## config.mk

```make
export PLATFORM = sky130hd
export DESIGN_NAME = vlcfg_unit
export DESIGN_NICKNAME = d
export VERILOG_FILES = /design/src/rtl/vlcfg_pkg.sv /design/src/rtl/vlcfg_decode.sv /design/src/rtl/vlcfg_select.sv /design/src/rtl/vlcfg_commit.sv /design/src/rtl/vlcfg_unit.sv
export SDC_FILE = /design/constraint.sdc
export NUM_CORES = 1
export LEC_CHECK = 0
export ABC_AREA = 1
export BUFFER_PORTS_ARGS = -buffer_cell sky130_fd_sc_hd__clkbuf_2
export CORE_MARGIN = 4
export CORE_UTILIZATION = 43
export DETAILED_ROUTE_END_ITERATION = 8
export MAX_ROUTING_LAYER = met4
export PLACE_DENSITY = 0.92
export RECOVER_POWER = 50
export SYNTH_ARGS = -nofsm -noshare
export SYNTH_HDL_FRONTEND = slang
export SYNTH_SLANG_ARGS = --single-unit
```

## constraint.sdc

```tcl
create_clock -name clk -period 3.1 [get_ports clk]
set_input_delay 0.155 -clock clk [delete_from_list [all_inputs] [get_ports clk]]
set_output_delay 0.155 -clock clk [all_outputs]
set_load 0.02 [all_outputs]
```

## src/rtl/vlcfg_pkg.sv

```systemverilog
package vlcfg_pkg;
  localparam int INSTR_W = 32;
  localparam int REG_W   = 5;
  localparam int IMM_W   = 6;
  localparam int VLW     = IMM_W + 1;   // holds 0..64
  localparam int PO_W    = 6;
  localparam int XO_W    = 5;

  typedef struct packed {
    logic [PO_W-1:0]  po;
    logic [REG_W-1:0] rt;
    logic [REG_W-1:0] ra;
    logic [IMM_W-1:0] imm;
    logic             rsv_a;
    logic             rsv_b;
    logic             vs;
    logic             ms;
    logic [XO_W-1:0]  xo;
    logic             rc;
  } vlcfg_fields_t;
endpackage

```

## src/rtl/vlcfg_decode.sv

```systemverilog
module vlcfg_decode
  import vlcfg_pkg::*;
#(
  parameter logic [PO_W-1:0] PO_MATCH = 6'd19,
  parameter logic [XO_W-1:0] XO_MATCH = 5'd27
) (
  input  logic [INSTR_W-1:0] instr,
  output vlcfg_fields_t      fld,
  output logic               hit,
  output logic               rsv_bad
);
  // bit k in MSB-0 numbering is instr[INSTR_W-1-k]
  always_comb begin
    fld.po    = instr[31:26];
    fld.rt    = instr[25:21];
    fld.ra    = instr[20:16];
    fld.imm   = instr[15:10];
    fld.rsv_a = instr[9];
    fld.rsv_b = instr[8];
    fld.vs    = instr[7];
    fld.ms    = instr[6];
    fld.xo    = instr[5:1];
    fld.rc    = instr[0];
  end

  assign hit     = (fld.po == PO_MATCH) && (fld.xo == XO_MATCH);
  assign rsv_bad = fld.rsv_a | fld.rsv_b;
endmodule

```

## src/rtl/vlcfg_select.sv

```systemverilog
module vlcfg_select
  import vlcfg_pkg::*;
#(
  parameter int XLEN = 64
) (
  input  vlcfg_fields_t   fld,
  input  logic [XLEN-1:0] gpr_val,
  input  logic [VLW-1:0]  vl_q,
  input  logic [VLW-1:0]  mvl_q,
  output logic [VLW-1:0]  new_vl,
  output logic [VLW-1:0]  new_mvl
);
  logic [VLW-1:0]  imm_val;
  logic [XLEN-1:0] cand;

  assign imm_val = VLW'(fld.imm) + VLW'(1);
  assign new_mvl = fld.ms ? imm_val : mvl_q;

  always_comb begin
    if (fld.vs && (fld.ra != '0)) cand = gpr_val;
    else if (fld.vs)              cand = XLEN'(imm_val);
    else                          cand = XLEN'(vl_q);
  end

  assign new_vl = (cand >= XLEN'(new_mvl)) ? new_mvl : cand[VLW-1:0];
endmodule

```

## src/rtl/vlcfg_commit.sv

```systemverilog
module vlcfg_commit
  import vlcfg_pkg::*;
#(
  parameter int XLEN = 64
) (
  input  logic              clk,
  input  logic              rst_n,
  input  logic              take,
  input  logic              hit,
  input  logic              rsv_bad,
  input  vlcfg_fields_t     fld,
  input  logic [VLW-1:0]    new_vl,
  input  logic [VLW-1:0]    new_mvl,
  input  logic              so_in,
  input  logic              out_ready,
  output logic              out_valid,
  output logic              out_illegal,
  output logic [VLW-1:0]    out_vl,
  output logic [VLW-1:0]    out_mvl,
  output logic              out_gpr_we,
  output logic [REG_W-1:0]  out_gpr_addr,
  output logic [XLEN-1:0]   out_gpr_data,
  output logic              out_cr_we,
  output logic [3:0]        out_cr0,
  output logic [VLW-1:0]    vl_q,
  output logic [VLW-1:0]    mvl_q
);
  logic go, good;
  assign go   = take && hit;
  assign good = go && !rsv_bad;

  always_ff @(posedge clk) begin
    if (!rst_n) begin
      vl_q         <= VLW'(1);
      mvl_q        <= VLW'(1);
      out_valid    <= 1'b0;
      out_illegal  <= 1'b0;
      out_vl       <= '0;
      out_mvl      <= '0;
      out_gpr_we   <= 1'b0;
      out_gpr_addr <= '0;
      out_gpr_data <= '0;
      out_cr_we    <= 1'b0;
      out_cr0      <= '0;
    end else begin
      if (out_valid && out_ready) out_valid <= 1'b0;
      if (go) begin
        out_valid    <= 1'b1;
        out_illegal  <= rsv_bad;
        out_vl       <= rsv_bad ? vl_q  : new_vl;
        out_mvl      <= rsv_bad ? mvl_q : new_mvl;
        out_gpr_we   <= !rsv_bad && (fld.rt != '0);
        out_gpr_addr <= fld.rt;
        out_gpr_data <= XLEN'(new_vl);
        out_cr_we    <= !rsv_bad && fld.rc;
        out_cr0      <= {1'b0, (new_vl != '0), (new_vl == '0), so_in};
      end
      if (good) begin
        vl_q  <= new_vl;
        mvl_q <= new_mvl;
      end
    end
  end


  vl_within_mvl_chk: assert property (@(posedge clk) disable iff (!rst_n)
    vl_q <= mvl_q);


  illegal_keeps_state_chk: assert property (@(posedge clk) disable iff (!rst_n)
    (go && rsv_bad) |=> ($stable(vl_q) && $stable(mvl_q)));


  illegal_no_write_chk: assert property (@(posedge clk) disable iff (!rst_n)
    (out_valid && out_illegal) |-> (!out_gpr_we && !out_cr_we));


  ignored_word_chk: assert property (@(posedge clk) disable iff (!rst_n)
    (take && !hit) |=> (!out_valid && $stable(vl_q) && $stable(mvl_q)));


  stall_hold_chk: assert property (@(posedge clk) disable iff (!rst_n)
    (out_valid && !out_ready) |=> (out_valid && $stable(out_vl) && $stable(out_gpr_data)
                                   && $stable(out_cr0)));


  cr_eq_chk: assert property (@(posedge clk) disable iff (!rst_n)
    (out_valid && out_cr_we) |-> (out_cr0[1] == (out_vl == '0)) && !out_cr0[3]);


  rt_nonzero_chk: assert property (@(posedge clk) disable iff (!rst_n)
    (out_valid && out_gpr_we) |-> (out_gpr_addr != '0));


  result_matches_state_chk: assert property (@(posedge clk) disable iff (!rst_n)
    (out_valid && !out_illegal) |-> (out_vl == vl_q && out_mvl == mvl_q));
endmodule

```

## src/rtl/vlcfg_unit.sv

```systemverilog
module vlcfg_unit
  import vlcfg_pkg::*;
#(
  parameter int              XLEN     = 64,
  parameter logic [PO_W-1:0] PO_MATCH = 6'd19,
  parameter logic [XO_W-1:0] XO_MATCH = 5'd27
) (
  input  logic                 clk,
  input  logic                 rst_n,
  input  logic                 in_valid,
  output logic                 in_ready,
  input  logic [INSTR_W-1:0]   in_instr,
  output logic [REG_W-1:0]     gpr_rd_addr,
  input  logic [XLEN-1:0]      gpr_rd_data,
  input  logic                 so_in,
  output logic                 out_valid,
  input  logic                 out_ready,
  output logic                 out_illegal,
  output logic [VLW-1:0]       out_vl,
  output logic [VLW-1:0]       out_mvl,
  output logic                 out_gpr_we,
  output logic [REG_W-1:0]     out_gpr_addr,
  output logic [XLEN-1:0]      out_gpr_data,
  output logic                 out_cr_we,
  output logic [3:0]           out_cr0,
  output logic [VLW-1:0]       cur_vl,
  output logic [VLW-1:0]       cur_mvl
);
  vlcfg_fields_t  fld;
  logic           hit, rsv_bad, take;
  logic [VLW-1:0] new_vl, new_mvl, vl_q, mvl_q;

  assign in_ready    = !out_valid || out_ready;
  assign take        = in_valid && in_ready;
  assign gpr_rd_addr = fld.ra;
  assign cur_vl      = vl_q;
  assign cur_mvl     = mvl_q;

  vlcfg_decode #(.PO_MATCH(PO_MATCH), .XO_MATCH(XO_MATCH)) u_dec (
    .instr(in_instr), .fld(fld), .hit(hit), .rsv_bad(rsv_bad));

  vlcfg_select #(.XLEN(XLEN)) u_sel (
    .fld(fld), .gpr_val(gpr_rd_data), .vl_q(vl_q), .mvl_q(mvl_q),
    .new_vl(new_vl), .new_mvl(new_mvl));

  vlcfg_commit #(.XLEN(XLEN)) u_cmt (
    .clk(clk), .rst_n(rst_n), .take(take), .hit(hit), .rsv_bad(rsv_bad),
    .fld(fld), .new_vl(new_vl), .new_mvl(new_mvl), .so_in(so_in),
    .out_ready(out_ready), .out_valid(out_valid), .out_illegal(out_illegal),
    .out_vl(out_vl), .out_mvl(out_mvl), .out_gpr_we(out_gpr_we),
    .out_gpr_addr(out_gpr_addr), .out_gpr_data(out_gpr_data),
    .out_cr_we(out_cr_we), .out_cr0(out_cr0), .vl_q(vl_q), .mvl_q(mvl_q));


  ready_after_take_chk: assert property (@(posedge clk) disable iff (!rst_n)
    (out_valid && out_ready) |-> in_ready);
endmodule

```

==> results of run 1 <==
-- area by class of cell --
type / count / area (um2) / area share
clock buffers: 5 / 68.8 / 0.0181
multi-input cells: 373 / 1740 / 0.458
well taps: 99 / 124 / 0.0325
repair buffers: 155 / 718 / 0.189
clock inverters: 3 / 47.5 / 0.0125
inverters: 44 / 165 / 0.0434
flip-flops and latches: 47 / 941 / 0.247
-- Yosys cell counts (all sizes together) --
cell type / count / area (um2)
nand2: 121 / 464
nor2: 63 / 236
xor2: 1 / 8.76
or2: 11 / 68.8
a31oi: 13 / 81.3
clkbuf: 8 / 30.0
buf: 69 / 508
a21oi: 27 / 139
dfxtp: 47 / 941
mux2i: 1 / 10.0
ha: 8 / 100
inv: 43 / 161
conb: 1 / 3.75
nor4: 2 / 18.8
nand3: 29 / 158
clkinv: 1 / 3.75
nand3b: 2 / 15.0
nand4: 12 / 75.1
o211ai: 1 / 7.51
nor3: 2 / 10.0
o21ai: 19 / 98.8
xnor2: 1 / 8.76
o41ai: 1 / 8.76
o221ai: 1 / 8.76
-- kinds of logic after synthesis --
group	Yosys count	share of synthesized area
AOI/OAI and AO/OA	62	0.109
xor gates and xnor gates	2	0.00553
adders and majority gates	8	0.0316
DFF	47	0.297
muxes	1	0.00316
and+or+nand+nor	242	0.330
buffers and inverters	121	0.222
other	1	0.00118
-- stage by stage --
stage | std cells | hold slack [ns] | total power, mW | area, um2
floorplan | 541 | 0.293 | 0.869 | 3380
global placement | 718 | 0.392 | 0.898 | 3750
detailed placement | 718 | 0.402 | 0.907 | 3750
CTS | 726 | 0.0709 | 1.36 | 3870
global route | 726 | 0.0859 | 1.42 | 3810
finish | 726 | 0.0778 | 1.36 | 3810
-- worst min-delay path: stages --
cell and delay (ns):
clkbuf_2 0.08, nand2_1 0.05, a21oi_1 0.06
-- report_power, final --
part	switching, mW	total, mW	internal [mW]
Sequential	0.0000545	0.603	0.603
Combinational	0.199	0.295	0.0961
Clock	0.218	0.463	0.245
-- metal layers --
metal | share of wire | global-route usage | vias to the layer above | routed length, um
met5 | 0 | - | - | 0
met4 | 0.024 | 0.0770 | 0 | 222
met3 | 0.075 | 0.0272 | 20 | 705
met2 | 0.52 | 0.358 | 165 | 4860
met1 | 0.38 | 0.241 | 1536 | 3600
li1 | - | - | 1717 | -
-- flip-flops by register name, summed over array words and instances, names as in the netlist --
name	cells
u_cmt.mvl_q	7
u_cmt.out_cr0	3
u_cmt.out_cr_we	1
u_cmt.out_gpr_addr	5
u_cmt.out_gpr_data	7
u_cmt.out_gpr_we	1
u_cmt.out_illegal	1
u_cmt.out_mvl	7
u_cmt.out_valid	1
u_cmt.out_vl	7
u_cmt.vl_q	7
-- final timing paths --
path | startpoint | to | slack, ns
worst min register to register | u_cmt.out_gpr_we$_SDFFE_PN0P_ | u_cmt.out_gpr_we$_SDFFE_PN0P_ | 0.48
worst min-delay path | in_instr[0] | u_cmt.out_cr_we$_SDFFE_PN0P_ | 0.08
worst max register to register | u_cmt.vl_q[2]$_SDFFE_PN0P_ | u_cmt.out_cr0[2]$_SDFFE_PN0P_ | 0.57
worst max-delay path | u_cmt.vl_q[2]$_SDFFE_PN0P_ | u_cmt.out_cr0[2]$_SDFFE_PN0P_ | 0.57
==> reports/metrics.csv, run 1 <==
metric,value,unit
initial_core_util,0.439,
post_cts_buffers,0,
cp_max_fo,8,
power_leakage,1.86,nW
worst_ep_required_time,3.27,ns
tritoncts,done,
rsz0062_at_grt,false,
syn_inst,484,
globalplace.congestion,1.02,
critPathBufInv,1,
cts.sinks,47,
final_common_cell,nand2_1,
htreeDepth,2,
drt_iter0_markers,184,
core_area,0.00721,mm2
path_common_cell,nand2_1,
cp.arrival,2.69,ns
tns,0,ns
crit_path_start_kind,flop,
dr.pass1.iters,4,
min_period,2.53,ns
vias,3438,
post_route_cells_drive_above_1_share,0.209,
grt_usage,0.206,
rows,31,
whs_path_depth,3,
synth.distinct_cells,36,
grt_max_degree,37,
finalHoldViolCount,0,
io_pins,212,
crit_chain,or2_2 > nand3_1 > inv_1 > ha_1 > nand2_1 > nor2_1 > o21ai_1 > nand2_1 > nand2_1 > nand2_1 > nand2_1 > nand3_4 > nand2_1 > nand2_1 > nand2_1 > nor2_1 > nand2_1 > nand2_1 > a21oi_2,
cts_resized,0,
fp.dieH,93.8,um
antenna_left,0,
clkLatencyLatePin,0.30,ns
die_x,93.8,um
final_nets,735,
hold_class,in2reg,
drcViolationCount,0,
synth_area_per_cell,6.54,um2
syn2layout_area_growth,20.3,%
wl,9.39,mm
tightest_slew,0.942,ns
setup_viol,0,
cts_buffers,5,
peakVddDrop,0.294,mV
status,finished clean,
max_freq,396,MHz
cap_violations,0,
relSlewSlack,0.368,
first_global_vias,3105,
criticalPathCategory,reg2reg,
ctsHoldBuffers,0,
power.density,357,mW/mm2
die-area,0.00880,mm2
ys_seq_elements,47,
port_buffers,153,
grt_pass1_wl,14.3,mm
netlist_area,0.00317,mm2
antenna_found_initial,0,
finalCritPeriodShare,0.815,
max_stage_delay,0.35,ns
root_buffer,clkbuf_8,
path_delay_family,simple AND/OR/NAND/NOR gates,
path_depth,19,
layout.core_utilization,0.528,
clockBufferDepth,2,
dp_hpwl,7.77,mm
fillerInstances,704,
dp_slack,0.399,ns
slew_viol_final,0,
finClkSkew,0.00583,ns
viasPerCell,4.74,
synth_warnings,0,
overflow,0,
clkSlewWorstSetupHoldPaths,0.09,ns
ys_seq_area_frac,0.297,
endpoint_kind,flop,
cp_slowest_cell,dfxtp_1,
final_cell_mix,"nand2_1 (119), clkbuf_2 (103), nor2_1 (63), conb_1 (58), clkbuf_1 (50)",
wl_per_cell,12.9,um
num_antenna_cells,0,
setup_slack,0.572,ns
rr_worst_depth,19,
(Power assumes the default switching activity.)
==> run 2, diff against run 1 <==
--- a/config.mk
+++ b/config.mk
@@ -8,10 +8,10 @@
 export ABC_AREA = 1
 export BUFFER_PORTS_ARGS = -buffer_cell sky130_fd_sc_hd__clkbuf_2
 export CORE_MARGIN = 4
-export CORE_UTILIZATION = 43
+export CORE_UTILIZATION = 38
 export DETAILED_ROUTE_END_ITERATION = 8
 export MAX_ROUTING_LAYER = met4
-export PLACE_DENSITY = 0.92
+export PLACE_DENSITY = 0.87
 export RECOVER_POWER = 50
 export SYNTH_ARGS = -nofsm -noshare
 export SYNTH_HDL_FRONTEND = slang
==> constraint.sdc (replaced) <==
create_clock -name clk -period 2.05 [get_ports clk]
set_input_delay 0.1025 -clock clk [delete_from_list [all_inputs] [get_ports clk]]
set_output_delay 0.1025 -clock clk [all_outputs]
set_load 0.02 [all_outputs]
==> run 2 against run 1 <==
Compared with the run above:
- the run now ends with setup timing left
- register-to-register slack got worse by 0.98 ns
- clock-buffer cell count increased by 1
- power increased by 67%
- via count increased by 10%
- final cell count increased by 10%
- fmax increased by 2.8%
- critical path depth increased by 1
- sequential cell count unchanged
- critical endpoint unchanged
- highest routed layer unchanged
==> reports/metrics.csv, run 2 (synthesis gave the netlist of run 1 again) <==
metric,value,unit
final_cell_area,0.00454,mm2
final_common_cell,clkbuf_2,
finalHoldViolCount,0,
endpoint_kind,flop,
clkSlewWorstSetupHoldPaths,0.09,ns
worstReg2RegEnd,u_cmt.out_cr0[2]$_SDFFE_PN0P_,
setup_slack,-0.408,ns
drt_iter0_markers,323,
setup_viol,23,
startpoint,u_cmt.vl_q[1]$_SDFFE_PN0P_,
final_nets,803,
dpl_cell_area,0.00413,mm2
drcViolationCount,0,
rsz0062_at_grt,true,
vias,3792,
dp_slack,-0.436,ns
dpl.cell_count,768,
cp_max_fo,8,
antenna_left,0,
htreeDepth,2,
hold_class,in2reg,
crit_path_start_kind,flop,
antenna_found_initial,0,
layout.core_utilization,0.555,
viasPerCell,4.74,
core_area,0.00818,mm2
power.density,500,mW/mm2
power,2.27,mW
wl_per_cell,13.9,um
die-area,0.00985,mm2
wl,11.1,mm
globalplace.congestion,1.00,
dr.pass1.iters,5,
port_buffers,153,
holdWs,0.0326,ns
max_freq,407,MHz
clkLatencyLatePin,0.29,ns
clockBufferDepth,2,
final_cell_mix,"clkbuf_2 (115), nand2_1 (101), buf_4 (69), nor2_1 (60), conb_1 (58)",
cp-endpoint,u_cmt.out_cr0[2]$_SDFFE_PN0P_,
syn2layout_area_growth,43.4,%
initial_core_util,0.387,
cap_violations,0,
num_antenna_cells,0,
io_pins,212,
rows,33,
grt_pass1_wl,16.8,mm
fin_cells,800,
status,finished with violations,
post_route_cells_drive_above_1_share,0.374,
first_global_vias,3575,
peakVddDrop,0.445,mV
fillerInstances,759,
criticalPathCategory,reg2reg,
tritoncts,done,
ctsHoldBuffers,0,
tns,-6.20,ns
overflow,0,
cts.sinks,47,
grt_max_degree,35,
root_buffer,clkbuf_8,
rr_worst_depth,20,
fp.dieH,99.3,um
finClkSkew,0.00499,ns
slew_viol_final,0,
violations,setup timing,
die_x,99.3,um
dp_hpwl,8.13,mm
min_period,2.46,ns
r2r_start,u_cmt.vl_q[1]$_SDFFE_PN0P_,
cts_buffers,5,
finalCritPeriodShare,1.20,
power_leakage,2.23,nW
worst_ep_required_time,2.23,ns
reg2reg_slack,-0.41,ns
cp.arrival,2.64,ns
grt_usage,0.215,
==> run 2: worst min-delay path by stage <==
stage | from | endpoint | cells past startpoint
final | in_instr[0] | u_cmt.out_cr_we$_SDFFE_PN0P_ | 3
after global placement | in_instr[0] | u_cmt.out_cr_we$_SDFFE_PN0P_ | 3
after CTS | in_instr[0] | u_cmt.out_cr_we$_SDFFE_PN0P_ | 3
after global routing | in_instr[0] | u_cmt.out_cr_we$_SDFFE_PN0P_ | 3
after floorplan | rst_n | u_cmt.out_gpr_addr[0]$_SDFFE_PN0P_ | 2
after detailed placement | in_instr[0] | u_cmt.out_cr_we$_SDFFE_PN0P_ | 3
==> run 2: routing by layer <==
| layer | global-route usage | vias up | part of all wire |
|---|---|---|---|
| li1 | - | 1855 | - |
| met1 | 0.248 | 1700 | 0.38 |
| met2 | 0.390 | 203 | 0.51 |
| met3 | 0.0344 | 34 | 0.082 |
| met4 | 0.0504 | 0 | 0.029 |
| met5 | - | - | 0 |
==> run 2: power breakdown <==
| group | internal, mW | leakage (nW) | total (mW) | switching [mW] |
|---|---|---|---|---|
| clock | 0.395 | 0.0612 | 0.703 | 0.308 |
| sequential | 0.909 | 0.381 | 0.909 | 0.0000712 |
| combinational | 0.268 | 1.79 | 0.658 | 0.390 |
| total | 1.57 | 2.23 | 2.27 | 0.699 |
==> run 2: cell type report <==
class	count	area (um2)	share of cell area
sequential	47	952	0.210
multi-input combinational	373	1920	0.423
clock inverter	2	35.0	0.00772
clock buffer	6	82.6	0.0182
tap	105	131	0.0289
timing repair buffer	223	1250	0.275
inverter	44	168	0.0369
==> run 2: what timing repair did <==
action                     4_1_cts  5_1_grt
setup endpoints to repair       23       23
pin swaps                       20       18
cloned                           0        0
setup buffers                   21        3
gates resized for setup         25       23
==> run 2: critical path: stages (launching register included) <==
cell     delay (ns)
dfxtp_2        0.34
nor2_2         0.11
o21ai_1        0.09
o21ai_1        0.13
inv_1          0.13
ha_4           0.30
inv_2          0.04
nor2_1         0.08
o21ai_1        0.07
nand2_1        0.09
nand2_1        0.07
nand2_2        0.09
nand2_4        0.09
nand3_4        0.14
nand2_1        0.10
nand2_1        0.09
nand2_1        0.07
nor2_2         0.09
nand2_2        0.07
nand2_1        0.09
a21oi_2        0.06
==> run 3, diff against run 2 <==
--- a/config.mk
+++ b/config.mk
@@ -7,7 +7,6 @@
 export LEC_CHECK = 0
 export ABC_AREA = 1
 export BUFFER_PORTS_ARGS = -buffer_cell sky130_fd_sc_hd__clkbuf_2
-export CORE_MARGIN = 4
 export CORE_UTILIZATION = 38
 export DETAILED_ROUTE_END_ITERATION = 8
 export MAX_ROUTING_LAYER = met4
==> run 3 against run 2 <==
Compared with the run above:
- utilization is 0.47 points higher
- sequential share of layout area is 0.55 points higher
- clock-buffer cell count is 1 lower
- fmax is 4.2% higher
- sequential power hardly changed
- final area is 2.7% lower
- critical path depth is 1 lower
- global-route usage is 2.4 points higher
- critical path type unchanged
- the flow still finishes with violations (setup timing)
- clock power is 17% lower
- register-to-register slack better by 0.098 ns
- final cell count is 2.5% lower
- combinational power is 4.7% lower
- critical endpoint unchanged
- largest cell class unchanged
==> reports/metrics.csv, run 3 (synthesis gave the netlist of run 1 again) <==
metric,value,unit
status,finished with violations,
violations,setup timing,
overflow,0,
fp.dieH,93.3,um
core_area,0.00789,mm2
holdWs,0.00647,ns
cp_max_fo,8,
initial_core_util,0.401,
final_cell_area,0.00442,mm2
die_x,93.3,um
use_met1,0.274,
final_common_cell,clkbuf_2,
final_nets,786,
top_usage_layer,met2,
power.share.clock,0.275,
hold_class,in2reg,
grt_usage,0.240,
criticalPathCategory,reg2reg,
grt_use_met2,0.412,
drcViolationCount,0,
cts.sinks,47,
cap_violations,0,
rr_worst_depth,19,
globalplace.congestion,0.960,
finalHoldViolCount,0,
antenna_found_initial,0,
fillerInstances,746,
dpl_cell_area,0.00411,mm2
post_route_cells_drive_above_1_share,0.364,
final_cell_mix,"clkbuf_2 (115), nand2_1 (101), nor2_1 (58), conb_1 (58), buf_4 (52)",
power.density,480,mW/mm2
num_antenna_cells,0,
slew_viol_final,0,
rows,32,
clkLatencyLatePin,0.31,ns
tns,-4.41,ns
crit_path_start_kind,flop,
r2r_start,u_cmt.vl_q[2]$_SDFFE_PN0P_,
grt_max_degree,35,
power_switching,0.721,mW
wl_per_cell,13.5,um
first_global_vias,3488,
die-area,0.00870,mm2
rsz0062_at_grt,true,
peakVddDrop,0.324,mV
vias,3749,
clockBufferDepth,2,
setup_viol,23,
switching_share,0.340,
worstReg2RegEnd,u_cmt.out_cr0[2]$_SDFFE_PN0P_,
power_leakage,2.15,nW
ctsHoldBuffers,0,
setup_slack,-0.310,ns
worst_ep_required_time,2.24,ns
finalCritPeriodShare,1.15,
htreeDepth,2,
layout.core_utilization,0.560,
antenna_left,0,
io_pins,212,
grt_pass1_wl,16.0,mm
viasPerCell,4.81,
clkSlewWorstSetupHoldPaths,0.09,ns
whs_path_depth,3,
hold_end,u_cmt.out_cr_we$_SDFFE_PN0P_,
max_freq,424,MHz
finClkSkew,0.00611,ns
hold_path.startpoint,in_instr[0],
p_int,1.40,mW
p_comb_frac,0.296,
min_period,2.36,ns
dp_hpwl,7.67,mm
tritoncts,done,
endpoint_kind,flop,
reg2reg_slack,-0.31,ns
dr.pass1.iters,5,
wl,10.5,mm
p_seq_frac,0.429,
syn2layout_area_growth,39.5,%
use_met3,0.0407,
cts_buffers,5,
port_buffers,153,
root_buffer,clkbuf_8,
drt_iter0_markers,259,
cp.arrival,2.55,ns
dp_slack,-0.375,ns
## run 3: cell count changes in the layout (fill, tap and decap cells not counted), moves of 2 or more
cell	before	now
nor2_1	60	58
inv_6	0	2
o21ai_2	1	4
nand3_1	21	19
buf_4	69	52
nand3_2	6	8
o21ai_1	7	4
nor2_2	2	4
## run 3: worst max path at each step
| stage | from | endpoint | depth (start not counted) | slack (ns) |
|---|---|---|---|---|
| 3_5_place_dp | in_instr[17] | u_cmt.out_cr0[2]$_SDFFE_PN0P_ | 23 | -0.37 |
| 3_3_place_gp | in_instr[19] | u_cmt.out_cr0[2]$_SDFFE_PN0P_ | 23 | -0.28 |
| 6_report | u_cmt.vl_q[2]$_SDFFE_PN0P_ | u_cmt.out_cr0[2]$_SDFFE_PN0P_ | 19 | -0.31 |
| 5_1_grt | u_cmt.vl_q[2]$_SDFFE_PN0P_ | u_cmt.out_cr0[2]$_SDFFE_PN0P_ | 19 | -0.46 |
| 4_1_cts | u_cmt.vl_q[2]$_SDFFE_PN0P_ | u_cmt.out_cr0[2]$_SDFFE_PN0P_ | 19 | -0.13 |
| 2_1_floorplan | u_cmt.vl_q[3]$_SDFFE_PN0P_ | u_cmt.out_cr0[2]$_SDFFE_PN0P_ | 18 | -0.02 |
## run 3: timing repair
item,4_1_cts,5_1_grt
resized for setup,25,27
hold endpoints to repair,0,0
pin swaps,23,26
setup buffers,8,2
endpoints found under the setup margin,23,23
## run 3: per-layer routing
layer	up-vias	share of wire
li1	1823	-
met1	1683	0.38
met2	197	0.49
met3	46	0.075
met4	0	0.051
met5	-	0
## run 3: layout make-up
type | instances | area, um2 | area share
Multi-Input combinational cell | 373 | 1950 | 0.441
Inverter | 44 | 168 | 0.0380
Clock buffer | 5 | 68.8 | 0.0156
Tap cell | 102 | 128 | 0.0289
Clock inverter | 3 | 22.5 | 0.00510
Sequential cell | 47 | 951 | 0.215
Timing Repair Buffer | 206 | 1130 | 0.256
## run 3: worst max-delay path, cell delays in order, from the launching register on
cell and delay (ns):
dfxtp_4 0.36, or2_4 0.24, nand3_4 0.08, inv_4 0.05, ha_4 0.27, nand2_4 0.06
nor2_1 0.13, nor2_1 0.07, nand2_1 0.08, nand2_1 0.07, nand2_2 0.08, nand2_4 0.09
nand3_4 0.15, nand2_2 0.09, nand2_2 0.08, nand2_1 0.07, nor2_2 0.09, nand2_1 0.07
nand2_1 0.08, a21oi_2 0.05
## run 3: per-stage QoR
step | instances | power (mW)
floorplan | 541 | 1.32
global placement | 762 | 1.42
detailed placement | 762 | 1.43
CTS | 778 | 2.05
global route | 780 | 2.23
finish | 780 | 2.12
## run 3: power groups by stage
stage          sequential (mW)  clock, mW  combinational, mW
4_1_cts                  0.910      0.592              0.547
3_5_place_dp             0.931          0              0.495
3_3_place_gp             0.931          0              0.486
6_report                 0.910      0.584              0.627
5_1_grt                  0.910      0.639              0.680
2_1_floorplan            0.931          0              0.387
